File: config.mk
export PLATFORM = sky130hd
export DESIGN_NAME = thermal_trip_unit
export DESIGN_NICKNAME = d
export VERILOG_FILES = /design/src/rtl/thermal_trip_pkg.sv /design/src/rtl/thermal_sensor_slot.sv /design/src/rtl/thermal_irq_combine.sv /design/src/rtl/thermal_trip_unit.sv
export SDC_FILE = /design/constraint.sdc
export NUM_CORES = 2
export LEC_CHECK = 0
export BUFFER_PORTS_ARGS = -buffer_cell sky130_fd_sc_hd__buf_2
export CAP_MARGIN = 10
export CORE_AREA = 2 2 409 371
export CTS_CLUSTER_SIZE = 28
export DETAILED_ROUTE_END_ITERATION = 10
export DIE_AREA = 0 0 411 373
export HOLD_SLACK_MARGIN = 0.03
export PLACE_DENSITY = 0.6
export SLEW_MARGIN = 40
export SYNTH_ARGS = -nofsm -noshare
export SYNTH_HDL_FRONTEND = slang
export SYNTH_HIERARCHICAL = 1
export SYNTH_SLANG_ARGS = --single-unit
File: constraint.sdc
create_clock -name clk -period 3.05 [get_ports clk]
set_clock_uncertainty 0.15 [all_clocks]
set_input_delay 0.1525 -clock clk [delete_from_list [all_inputs] [get_ports clk]]
set_output_delay 0.1525 -clock clk [all_outputs]
set_load 0.03 [all_outputs]
File: src/rtl/thermal_trip_pkg.sv
// Package: shared constants for the threshold interrupt unit.
// Assumes the register address is {group[3:0], sensor index}.
package thermal_trip_pkg;
    // event kinds, used as bit positions in mask/clear/status triples
    localparam int KIND_LO = 0;
    localparam int KIND_UP = 1;
    localparam int KIND_CR = 2;
    localparam int NUM_KINDS = 3;

    // register groups decoded from the upper address nibble
    typedef enum logic [3:0] {
        GRP_TEMP = 4'd0,
        GRP_LO   = 4'd1,
        GRP_UP   = 4'd2,
        GRP_CR   = 4'd3,
        GRP_CTRL = 4'd4,
        GRP_EN   = 4'd5
    } reg_grp_e;

    // control register field positions
    localparam int CTRL_MASK_LSB = 0;
    localparam int CTRL_CLR_LSB  = 4;
    localparam int CTRL_STS_LSB  = 8;
    localparam int CTRL_VLD_BIT  = 12;
endpackage

File: src/rtl/thermal_sensor_slot.sv
// Module: thermal_sensor_slot
// Holds one sensor's sample, three thresholds, masks, clears and sticky
// status, and its valid-flag timer. Assumes writes are single-cycle pulses
// and that thresholds are signed values of TEMP_W bits.
module thermal_sensor_slot
    import thermal_trip_pkg::*;
#(
    parameter int TEMP_W     = 12,
    parameter int VALID_HOLD = 6
) (
    input  logic                 clk,
    input  logic                 rst_n,
    input  logic                 smp_we,
    input  logic [TEMP_W-1:0]    smp_val,
    input  logic                 wr_lo,
    input  logic                 wr_up,
    input  logic                 wr_cr,
    input  logic                 wr_ctrl,
    input  logic [31:0]          wdata,
    output logic [TEMP_W-1:0]    temp_q,
    output logic [TEMP_W-1:0]    lo_q,
    output logic [TEMP_W-1:0]    up_q,
    output logic [TEMP_W-1:0]    cr_q,
    output logic [NUM_KINDS-1:0] mask_q,
    output logic [NUM_KINDS-1:0] clr_q,
    output logic [NUM_KINDS-1:0] sts_q,
    output logic                 valid
);
    localparam int CNT_W = $clog2(VALID_HOLD + 1);
    localparam logic [TEMP_W-1:0] T_MIN = {1'b1, {(TEMP_W-1){1'b0}}};
    localparam logic [TEMP_W-1:0] T_MAX = {1'b0, {(TEMP_W-1){1'b1}}};
    localparam logic [CNT_W-1:0]  HOLD  = CNT_W'(VALID_HOLD);

    logic [CNT_W-1:0]     hold_cnt;
    logic                 seen_q;
    logic [NUM_KINDS-1:0] hit;

    // sample register
    always_ff @(posedge clk) begin
        if (!rst_n)      temp_q <= '0;
        else if (smp_we) temp_q <= smp_val;
    end

    // threshold registers
    always_ff @(posedge clk) begin
        if (!rst_n) begin
            lo_q <= T_MIN;
            up_q <= T_MAX;
            cr_q <= T_MAX;
        end else begin
            if (wr_lo) lo_q <= wdata[TEMP_W-1:0];
            if (wr_up) up_q <= wdata[TEMP_W-1:0];
            if (wr_cr) cr_q <= wdata[TEMP_W-1:0];
        end
    end

    // mask and clear bits
    always_ff @(posedge clk) begin
        if (!rst_n) begin
            mask_q <= '1;
            clr_q  <= '0;
        end else if (wr_ctrl) begin
            mask_q <= wdata[CTRL_MASK_LSB +: NUM_KINDS];
            clr_q  <= wdata[CTRL_CLR_LSB  +: NUM_KINDS];
        end
    end

    // threshold comparisons on the stored sample
    always_comb begin
        hit[KIND_LO] = $signed(temp_q) <= $signed(lo_q);
        hit[KIND_UP] = $signed(temp_q) >= $signed(up_q);
        hit[KIND_CR] = $signed(temp_q) >= $signed(cr_q);
    end

    // sticky status, held at zero while its clear bit is set
    always_ff @(posedge clk) begin
        if (!rst_n) sts_q <= '0;
        else        sts_q <= (sts_q | hit) & ~clr_q;
    end

    // valid timer: reloads on each sample, counts down to zero
    always_ff @(posedge clk) begin
        if (!rst_n) begin
            hold_cnt <= '0;
            seen_q   <= 1'b0;
        end else if (smp_we) begin
            hold_cnt <= HOLD;
            seen_q   <= 1'b1;
        end else if (hold_cnt != '0) begin
            hold_cnt <= hold_cnt - 1'b1;
        end
    end

    assign valid = seen_q && (hold_cnt == '0);


    clear_holds_zero_chk: assert property (@(posedge clk) disable iff (!rst_n)
        clr_q[KIND_UP] |=> !sts_q[KIND_UP]);

    status_sticky_chk: assert property (@(posedge clk) disable iff (!rst_n)
        (sts_q[KIND_CR] && !clr_q[KIND_CR]) |=> sts_q[KIND_CR]);

    valid_drop_chk: assert property (@(posedge clk) disable iff (!rst_n)
        smp_we |=> !valid);
endmodule

File: src/rtl/thermal_irq_combine.sv
// Module: thermal_irq_combine
// Folds per-sensor status and mask triples into the two level interrupt
// lines, gated by the enable field. Assumes inputs are registered upstream.
module thermal_irq_combine
    import thermal_trip_pkg::*;
#(
    parameter int NUM_SENSORS = 16
) (
    input  logic                                   clk,
    input  logic                                   rst_n,
    input  logic [NUM_SENSORS-1:0][NUM_KINDS-1:0]  sts,
    input  logic [NUM_SENSORS-1:0][NUM_KINDS-1:0]  mask,
    input  logic [NUM_KINDS-1:0]                   en,
    output logic                                   irq_uplow,
    output logic                                   irq_crit
);
    logic [NUM_SENSORS-1:0] ul_req;
    logic [NUM_SENSORS-1:0] cr_req;

    // per-sensor contribution to each line
    for (genvar s = 0; s < NUM_SENSORS; s++) begin : g_req
        assign ul_req[s] = (sts[s][KIND_LO] & ~mask[s][KIND_LO] & en[KIND_LO])
                         | (sts[s][KIND_UP] & ~mask[s][KIND_UP] & en[KIND_UP]);
        assign cr_req[s] =  sts[s][KIND_CR] & ~mask[s][KIND_CR] & en[KIND_CR];
    end

    assign irq_uplow = |ul_req;
    assign irq_crit  = |cr_req;


    uplow_needs_enable_chk: assert property (@(posedge clk) disable iff (!rst_n)
        irq_uplow |-> (en[KIND_LO] || en[KIND_UP]));

    crit_needs_enable_chk: assert property (@(posedge clk) disable iff (!rst_n)
        irq_crit |-> en[KIND_CR]);
endmodule

File: src/rtl/thermal_trip_unit.sv
// Module: thermal_trip_unit
// Top of the threshold interrupt unit: decodes the register port, routes
// samples to one slot per sensor, muxes read data and drives the two
// interrupt lines. Assumes NUM_SENSORS is a power of two, at least 2.
module thermal_trip_unit
    import thermal_trip_pkg::*;
#(
    parameter int NUM_SENSORS = 16,
    parameter int TEMP_W      = 12,
    parameter int VALID_HOLD  = 6,
    localparam int IDX_W      = $clog2(NUM_SENSORS),
    localparam int ADDR_W     = 4 + IDX_W
) (
    input  logic                   clk,
    input  logic                   rst_n,
    input  logic                   smp_stb,
    input  logic [IDX_W-1:0]       smp_idx,
    input  logic [TEMP_W-1:0]      smp_val,
    input  logic                   reg_we,
    input  logic [ADDR_W-1:0]      reg_addr,
    input  logic [31:0]            reg_wdata,
    output logic [31:0]            reg_rdata,
    output logic                   irq_uplow,
    output logic                   irq_crit,
    output logic [NUM_SENSORS-1:0] sns_valid
);
    logic [TEMP_W-1:0] temp_a [NUM_SENSORS];
    logic [TEMP_W-1:0] lo_a   [NUM_SENSORS];
    logic [TEMP_W-1:0] up_a   [NUM_SENSORS];
    logic [TEMP_W-1:0] cr_a   [NUM_SENSORS];
    logic [NUM_SENSORS-1:0][NUM_KINDS-1:0] mask_a, clr_a, sts_a;
    logic [NUM_KINDS-1:0] en_q;

    reg_grp_e         grp;
    logic [IDX_W-1:0] sel;
    logic             en_hit;

    assign grp    = reg_grp_e'(reg_addr[ADDR_W-1:IDX_W]);
    assign sel    = reg_addr[IDX_W-1:0];
    assign en_hit = reg_we && (grp == GRP_EN) && (sel == '0);

    // enable field register
    always_ff @(posedge clk) begin
        if (!rst_n)      en_q <= '0;
        else if (en_hit) en_q <= reg_wdata[NUM_KINDS-1:0];
    end

    // one slot per sensor
    for (genvar s = 0; s < NUM_SENSORS; s++) begin : g_slot
        logic hit_s;
        assign hit_s = (sel == IDX_W'(s));
        thermal_sensor_slot #(
            .TEMP_W    (TEMP_W),
            .VALID_HOLD(VALID_HOLD)
        ) slot_i (
            .clk     (clk),
            .rst_n   (rst_n),
            .smp_we  (smp_stb && (smp_idx == IDX_W'(s))),
            .smp_val (smp_val),
            .wr_lo   (reg_we && hit_s && grp == GRP_LO),
            .wr_up   (reg_we && hit_s && grp == GRP_UP),
            .wr_cr   (reg_we && hit_s && grp == GRP_CR),
            .wr_ctrl (reg_we && hit_s && grp == GRP_CTRL),
            .wdata   (reg_wdata),
            .temp_q  (temp_a[s]),
            .lo_q    (lo_a[s]),
            .up_q    (up_a[s]),
            .cr_q    (cr_a[s]),
            .mask_q  (mask_a[s]),
            .clr_q   (clr_a[s]),
            .sts_q   (sts_a[s]),
            .valid   (sns_valid[s])
        );
    end

    thermal_irq_combine #(
        .NUM_SENSORS(NUM_SENSORS)
    ) irq_i (
        .clk      (clk),
        .rst_n    (rst_n),
        .sts      (sts_a),
        .mask     (mask_a),
        .en       (en_q),
        .irq_uplow(irq_uplow),
        .irq_crit (irq_crit)
    );

    // sign extension of a stored temperature field to 32 bits
    function automatic logic [31:0] sext(input logic [TEMP_W-1:0] v);
        return {{(32-TEMP_W){v[TEMP_W-1]}}, v};
    endfunction

    // read data multiplexer
    always_comb begin
        reg_rdata = '0;
        case (grp)
            GRP_TEMP: reg_rdata = sext(temp_a[sel]);
            GRP_LO:   reg_rdata = sext(lo_a[sel]);
            GRP_UP:   reg_rdata = sext(up_a[sel]);
            GRP_CR:   reg_rdata = sext(cr_a[sel]);
            GRP_CTRL: begin
                reg_rdata[CTRL_MASK_LSB +: NUM_KINDS] = mask_a[sel];
                reg_rdata[CTRL_CLR_LSB  +: NUM_KINDS] = clr_a[sel];
                reg_rdata[CTRL_STS_LSB  +: NUM_KINDS] = sts_a[sel];
                reg_rdata[CTRL_VLD_BIT]               = sns_valid[sel];
            end
            GRP_EN:   reg_rdata[NUM_KINDS-1:0] = (sel == '0) ? en_q : '0;
            default:  reg_rdata = '0;
        endcase
    end


    enable_off_drops_chk: assert property (@(posedge clk) disable iff (!rst_n)
        (en_hit && reg_wdata[NUM_KINDS-1:0] == '0) |=> (!irq_uplow && !irq_crit));
endmodule

* After elaboration in Yosys (flattened, before gate mapping)
Index checks and enable logic that the tools add are counted.
Word-level totals: register bits 979, input bits 60, word-level logic and storage cells 716
Cells by class: add/subtract/negate cells 16, magnitude comparators 50, equality and inequality tests 35, multiplexer cells 61, bitwise operators 210, reductions and logical operators 183
Operators by type and width (count):
- $ge A12 B12 Y1 | 32
- $bmux W12 S4 | 4
- $le A12 B12 Y1 | 16
- $logic_and A1 B1 Y1 | 114
- $mux W3 | 36
- $and A1 B1 Y1 | 96
- $mux W12 | 8
- $pmux W19 S4 | 1
- $eq A4 B4 Y1 const B | 16
- $not A1 Y1 | 49
- $and A3 B3 Y3 | 16
- $logic_not A3 Y1 | 16
- $not A3 Y3 | 16
- $or A3 B3 Y3 | 16
- $reduce_bool A3 Y1 | 16
- $sub A3 B1 Y3 const B | 16
- $eq A4 B3 Y1 const B | 10
- $bmux W3 S4 | 3
- $reduce_bool A2 Y1 | 16
- $reduce_or A16 Y1 | 2
- $reduce_or A2 Y1 | 16
- $pmux W3 S5 | 2
- $eq A4 B2 Y1 const B | 6
- $pmux W3 S6 | 1
- other kinds (10) | 31

* Logic depth before layout (Yosys ltp)
depth in word-level cells 5, gate-level depth with buffers 13

* Modules after synthesis
The synthesis kept the hierarchy.
Modules (own cells, without submodules):
- thermal_sensor_slot (g_slot[0].slot_i ...) | times used 15, cells each 341, area an instance 3153.0 µm²
- thermal_trip_unit | times used 1, cells each 744, area an instance 8308.0 µm²
- thermal_sensor_slot (g_slot[15].slot_i) | times used 1, cells each 343, area an instance 3166.8 µm²
- thermal_irq_combine | times used 1, cells each 69, area an instance 452.9 µm²

* Least setup slack after synthesis
No wires, ideal clock.
path kind register -> output, start reg g_slot[15].slot_i.hold_cnt[0], end out reg_rdata[12], arrival time 2680 ps, slack 68 ps, stages on the path, launching flop included 8, path buffers 0, cells stage by stage dfxtp_1 -> or2_2 -> inv_1 -> ha_1 -> and2_1 -> mux4_2 -> o22ai_1 -> o41ai_1
Between the ends: cells in the longest elaborated chain, start to end 5
Ends and longest elaborated chain:
- from (decl) | line thermal_sensor_slot.sv:34 | logic [CNT_W-1:0] hold_cnt;
- from (signal assigned) | line thermal_sensor_slot.sv:90 | hold_cnt <= hold_cnt - 1'b1;
- $logic_not A3 Y1 | line thermal_sensor_slot.sv:94 | assign valid = seen_q && (hold_cnt == '0);
- $logic_and A1 B1 Y1 | line thermal_sensor_slot.sv:94
- named net sns_valid[15] | line thermal_trip_unit.sv:25 | output logic [NUM_SENSORS-1:0] sns_valid
- $bmux W1 S4 | line thermal_trip_unit.sv:105 | reg_rdata[CTRL_VLD_BIT] = sns_valid[sel];
- $mux W1 (not written as such) | line thermal_trip_unit.sv:105
- $pmux W1 S5 | line thermal_trip_unit.sv:96 | case (grp)
- to (decl) | line thermal_trip_unit.sv:22 | output logic [31:0] reg_rdata,
The timed path passes the listed nets, and every way through them passes these cells. The select of a mux whose other input is x is not followed.

* Final worst setup path
start reg g_slot[0].slot_i.temp_q[7], end out reg_rdata[7]
Between the ends: cells in the longest elaborated chain, start to end 4
Ends and longest elaborated chain:
- from (decl) | line thermal_sensor_slot.sv:20 | output logic [TEMP_W-1:0] temp_q,
- from (signal assigned) | line thermal_sensor_slot.sv:41 | else if (smp_we) temp_q <= smp_val;
- $bmux W12 S4 | line thermal_trip_unit.sv:97 | GRP_TEMP: reg_rdata = sext(temp_a[sel]);
- $mux W12 (not written as such) (2 in series) | line thermal_trip_unit.sv:97
- $pmux W1 S4 | line thermal_trip_unit.sv:96
No other way between the ends. The select of a mux whose other input is x is not followed.

==> impl_metrics.toml <==
[run_status]
status = "finished, violations left"
violations = "setup timing"

[clock_tree]
cts.clk_slew.worst_paths_ns = 0.06
cts_sinks = 979
numCtsBuffers = 114
insertion_delay_ns = 0.79
htreeDepth = 3
cts_root_buf = "clkbuf_16"
cts_buffer_depth = 3
cts_tree = "done"

[synth]
syn_area_sq_um = 59200
yosysWarnings = 6
ys_types = 78
avgSynthCellArea_sq_um = 9.44
synth_top_flop_cell = "dfxtp_1"
syn_nets = 6939
async_reset_ff_frac = 0
synth_top_area_cell = "dfxtp_1"
synthCells = 6271
synth_top_area_frac = 0.331
yosys_register_bits = 979
seq_area_frac_synth = 0.331
synth-edff-count = 0
ys_top_cells_by_area = "dfxtp_1 33%, ha_1 13%, mux2i_1 9.3%"

[worst_setup_path]
timing.rr.end = "g_slot[6].slot_i/sts_q[2]"
cp-startpoint = "g_slot[0].slot_i/temp_q[7]"
crit_type = "reg -> out"
cp_max_fo = 2
r2r_start = "g_slot[6].slot_i/temp_q[7]"
reg2reg_slack_ns = 0.25
startpoint_type = "register"
critPathArrivalTime_ns = 3.14
ff2ff_path_depth = 6
worstPathRequired_ns = 2.75
end_kind = "output port"

[global_routing]
grt_usage = 0.335
grt_max_degree = 130
grt_pass1_wl_um = 367000
grt_pass1_vias = 47900
grt-ovfl-total = 0
antenna_found_initial = 24

[timing]
finalHoldViolCount = 0
fmax_ghz = 0.291
layout_min_cycle_time_ns = 3.44
finalSetupTns_ns = -9.06
maxSlewViolCount = 0
finalCritPeriodShare = 1.13
slew_headroom = 0.359
setup_ws_ns = -0.390
rsz0062_at_grt = "true"
worst_pin_slew_ns = 0.962
setup_viol = 33

[detailed_routing]
drt_wl_total_um = 265000
antenna_left = 0
vias = 52600
dr.pass1.iters = 6
vias_per_cell = 6.03
drc_errors = 0
drt_iter0_drc = 7067
wire_per_inst_um = 30.3

[power_and_ir_drop]
ir_drop_uv = 432
switchingPower_mw = 8.87
p_leak_nw = 28.6
power.density_nw_per_um2 = 460
p_clk_frac = 0.453
p_int_mw = 23.5
combinationalPowerShare = 0.133
power.share.switching = 0.274
power.share.sequential = 0.414

[hold_path]
min_to = "g_slot[9].slot_i/seen_q"
hp-start = "smp_stb"
hold_class = "in -> reg"
min_path_cells = 5

[job]
max_cap_violations = 0

[die]
core_sq_um = 149000
num_io_pins = 110
row_count = 135
die_width_um = 411
die_h_um = 373
start_util = 0.397
die_area_sq_um = 153000

[finish]
fin_nets = 7312
drive_above_1_share = 0.190
area_growth_pct = 18.7
stdcell_count = 8730

[place]
dp_hpwl_um = 199000
numPortBuffers = 89
pre_cts_ws_ns = -0.478
gp_congestion = 1.06
dp.cells = 8447
==> timing repair <==
action                     CTS  global route
gates resized for setup    218            71
gates cloned                 3             0
pin swaps                   42            23
setup buffers               21            13
hold buffers                33             0
hold endpoints to repair   726             0
setup endpoints to repair   34            33
==> flip-flops by register name, indices dropped and copies added, names as in the netlist <==
signal,count
g_slot.slot_i/mask_q,48
en_q,3
g_slot.slot_i/seen_q,16
g_slot.slot_i/cr_q,192
g_slot.slot_i/lo_q,192
g_slot.slot_i/up_q,192
g_slot.slot_i/clr_q,48
g_slot.slot_i/temp_q,192
g_slot.slot_i/hold_cnt,48
g_slot.slot_i/sts_q,48
==> worst max-delay path: stages (launching register included) <==
cell	delay [ns]
dfxtp_1	0.36
mux4_2	0.54
a22o_4	0.29
a221oi_2	0.20
nor2_2	0.09
a211oi_4	0.30
buf_4	0.17
o211ai_1	0.18
buf_4	0.24
==> cell families (layout without fill, tap and decap cells) <==
logic type	after synthesis	in the layout	share of synthesized area
AOI/OAI and AO/OA	1140	1140	0.136
DFF	979	979	0.331
muxes	780	780	0.179
xor gates and xnor gates	16	16	0.00237
and+or+nand+nor	1747	1747	0.154
adders and majority gates	608	608	0.128
other	0	4	0
buffers and inverters	1001	1470	0.0691
==> per-stage QoR <==
step | cell area, sq um | util | hold slack (ns) | power [mW]
finish | 70300 | 0.471 | 0.0798 | 32.3
global route | 70300 | 0.471 | 0.103 | 33.2
CTS | 70000 | 0.468 | 0.0376 | 32.1
detailed placement | 64800 | 0.434 | 0.295 | 17.2
global placement | 64800 | 0.434 | 0.287 | 17.1
floorplan | 59200 | - | 0.129 | 15.8
==> cells in the mapped netlist, types with 18 or more instances <==
library cell  count
o21ai_1          47
mux4_2          216
a211oi_1         18
o21a_1           48
mux2i_1         553
a22oi_1          55
nand2_2          30
a221o_1          32
nor3_1           65
nor4bb_1         32
o2111a_1         32
buf_4            41
dfxtp_1         979
a211o_1          31
nor2_1          231
clkbuf_1        254
nand4_1         104
a21oi_2          32
o211ai_1        387
and2_1           19
buf_2            57
ha_1            608
inv_1           633
o21ai_0          68
nand2_1         597
a21boi_1         30
a21oi_1         235
o21bai_1         32
or3_1            19
nor2b_1         528
nand3_1          18
or4b_1           33
==> cell usage in the layout (no fill, tap or decap), types with 34 or more instances in the layout <==
master / synthesis / final
o21ai_0: 68 / 66
a21oi_2: 32 / 34
o21a_1: 48 / 48
mux4_2: 216 / 221
dfxtp_1: 979 / 910
buf_4: 41 / 455
dfxtp_2: 0 / 58
nor2_1: 231 / 207
buf_12: 2 / 56
nor3_1: 65 / 57
nand4_1: 104 / 104
o211ai_1: 387 / 387
a22oi_1: 55 / 42
o21ai_1: 47 / 47
mux2i_1: 553 / 553
buf_2: 57 / 42
a21oi_1: 235 / 232
nor2b_1: 528 / 526
inv_1: 633 / 621
ha_1: 608 / 592
nand2_1: 597 / 597
clkbuf_16: 0 / 118
==> metal layers <==
| metal | wire, um | share of wire | GRT usage | vias to the layer above |
|---|---|---|---|---|
| li1 | - | - | - | 23100 |
| met3 | 34700 | 0.13 | 0.0927 | 542 |
| met5 | 105 | 0.00040 | 0 | - |
| met2 | 104000 | 0.39 | 0.464 | 3205 |
| met1 | 113000 | 0.42 | 0.486 | 25800 |
| met4 | 13000 | 0.049 | 0.133 | 16 |
==> power groups by stage <==
stage / sequential [mW] / clock (mW) / combinational, mW
after global routing: 13.4 / 15.3 / 4.57
after global placement: 13.6 / 0 / 3.49
after detailed placement: 13.7 / 0 / 3.58
after floorplan: 13.6 / 0 / 2.21
after CTS: 13.4 / 14.7 / 4.02
final: 13.4 / 14.7 / 4.29
==> how the worst max path moves through the flow <==
stage	endpoint	cells after the start
after detailed placement	reg_rdata[7]	11
after global routing	reg_rdata[12]	8
after CTS	reg_rdata[7]	8
final	reg_rdata[7]	8
after global placement	reg_rdata[12]	8
after floorplan	reg_rdata[12]	7
==> cell type report <==
type	count	area (sq um)
Inverter	634	2380
Tap cell	1986	2480
Antenna cell	4	10.0
Timing Repair inverter	3	22.5
Clock inverter	48	576
Clock buffer	164	3390
Sequential cell	979	19700
Fill cell	14100	79000
Timing Repair Buffer	621	5480
Multi-Input combinational cell	4291	36200
Power figures use the tool's default switching activity.
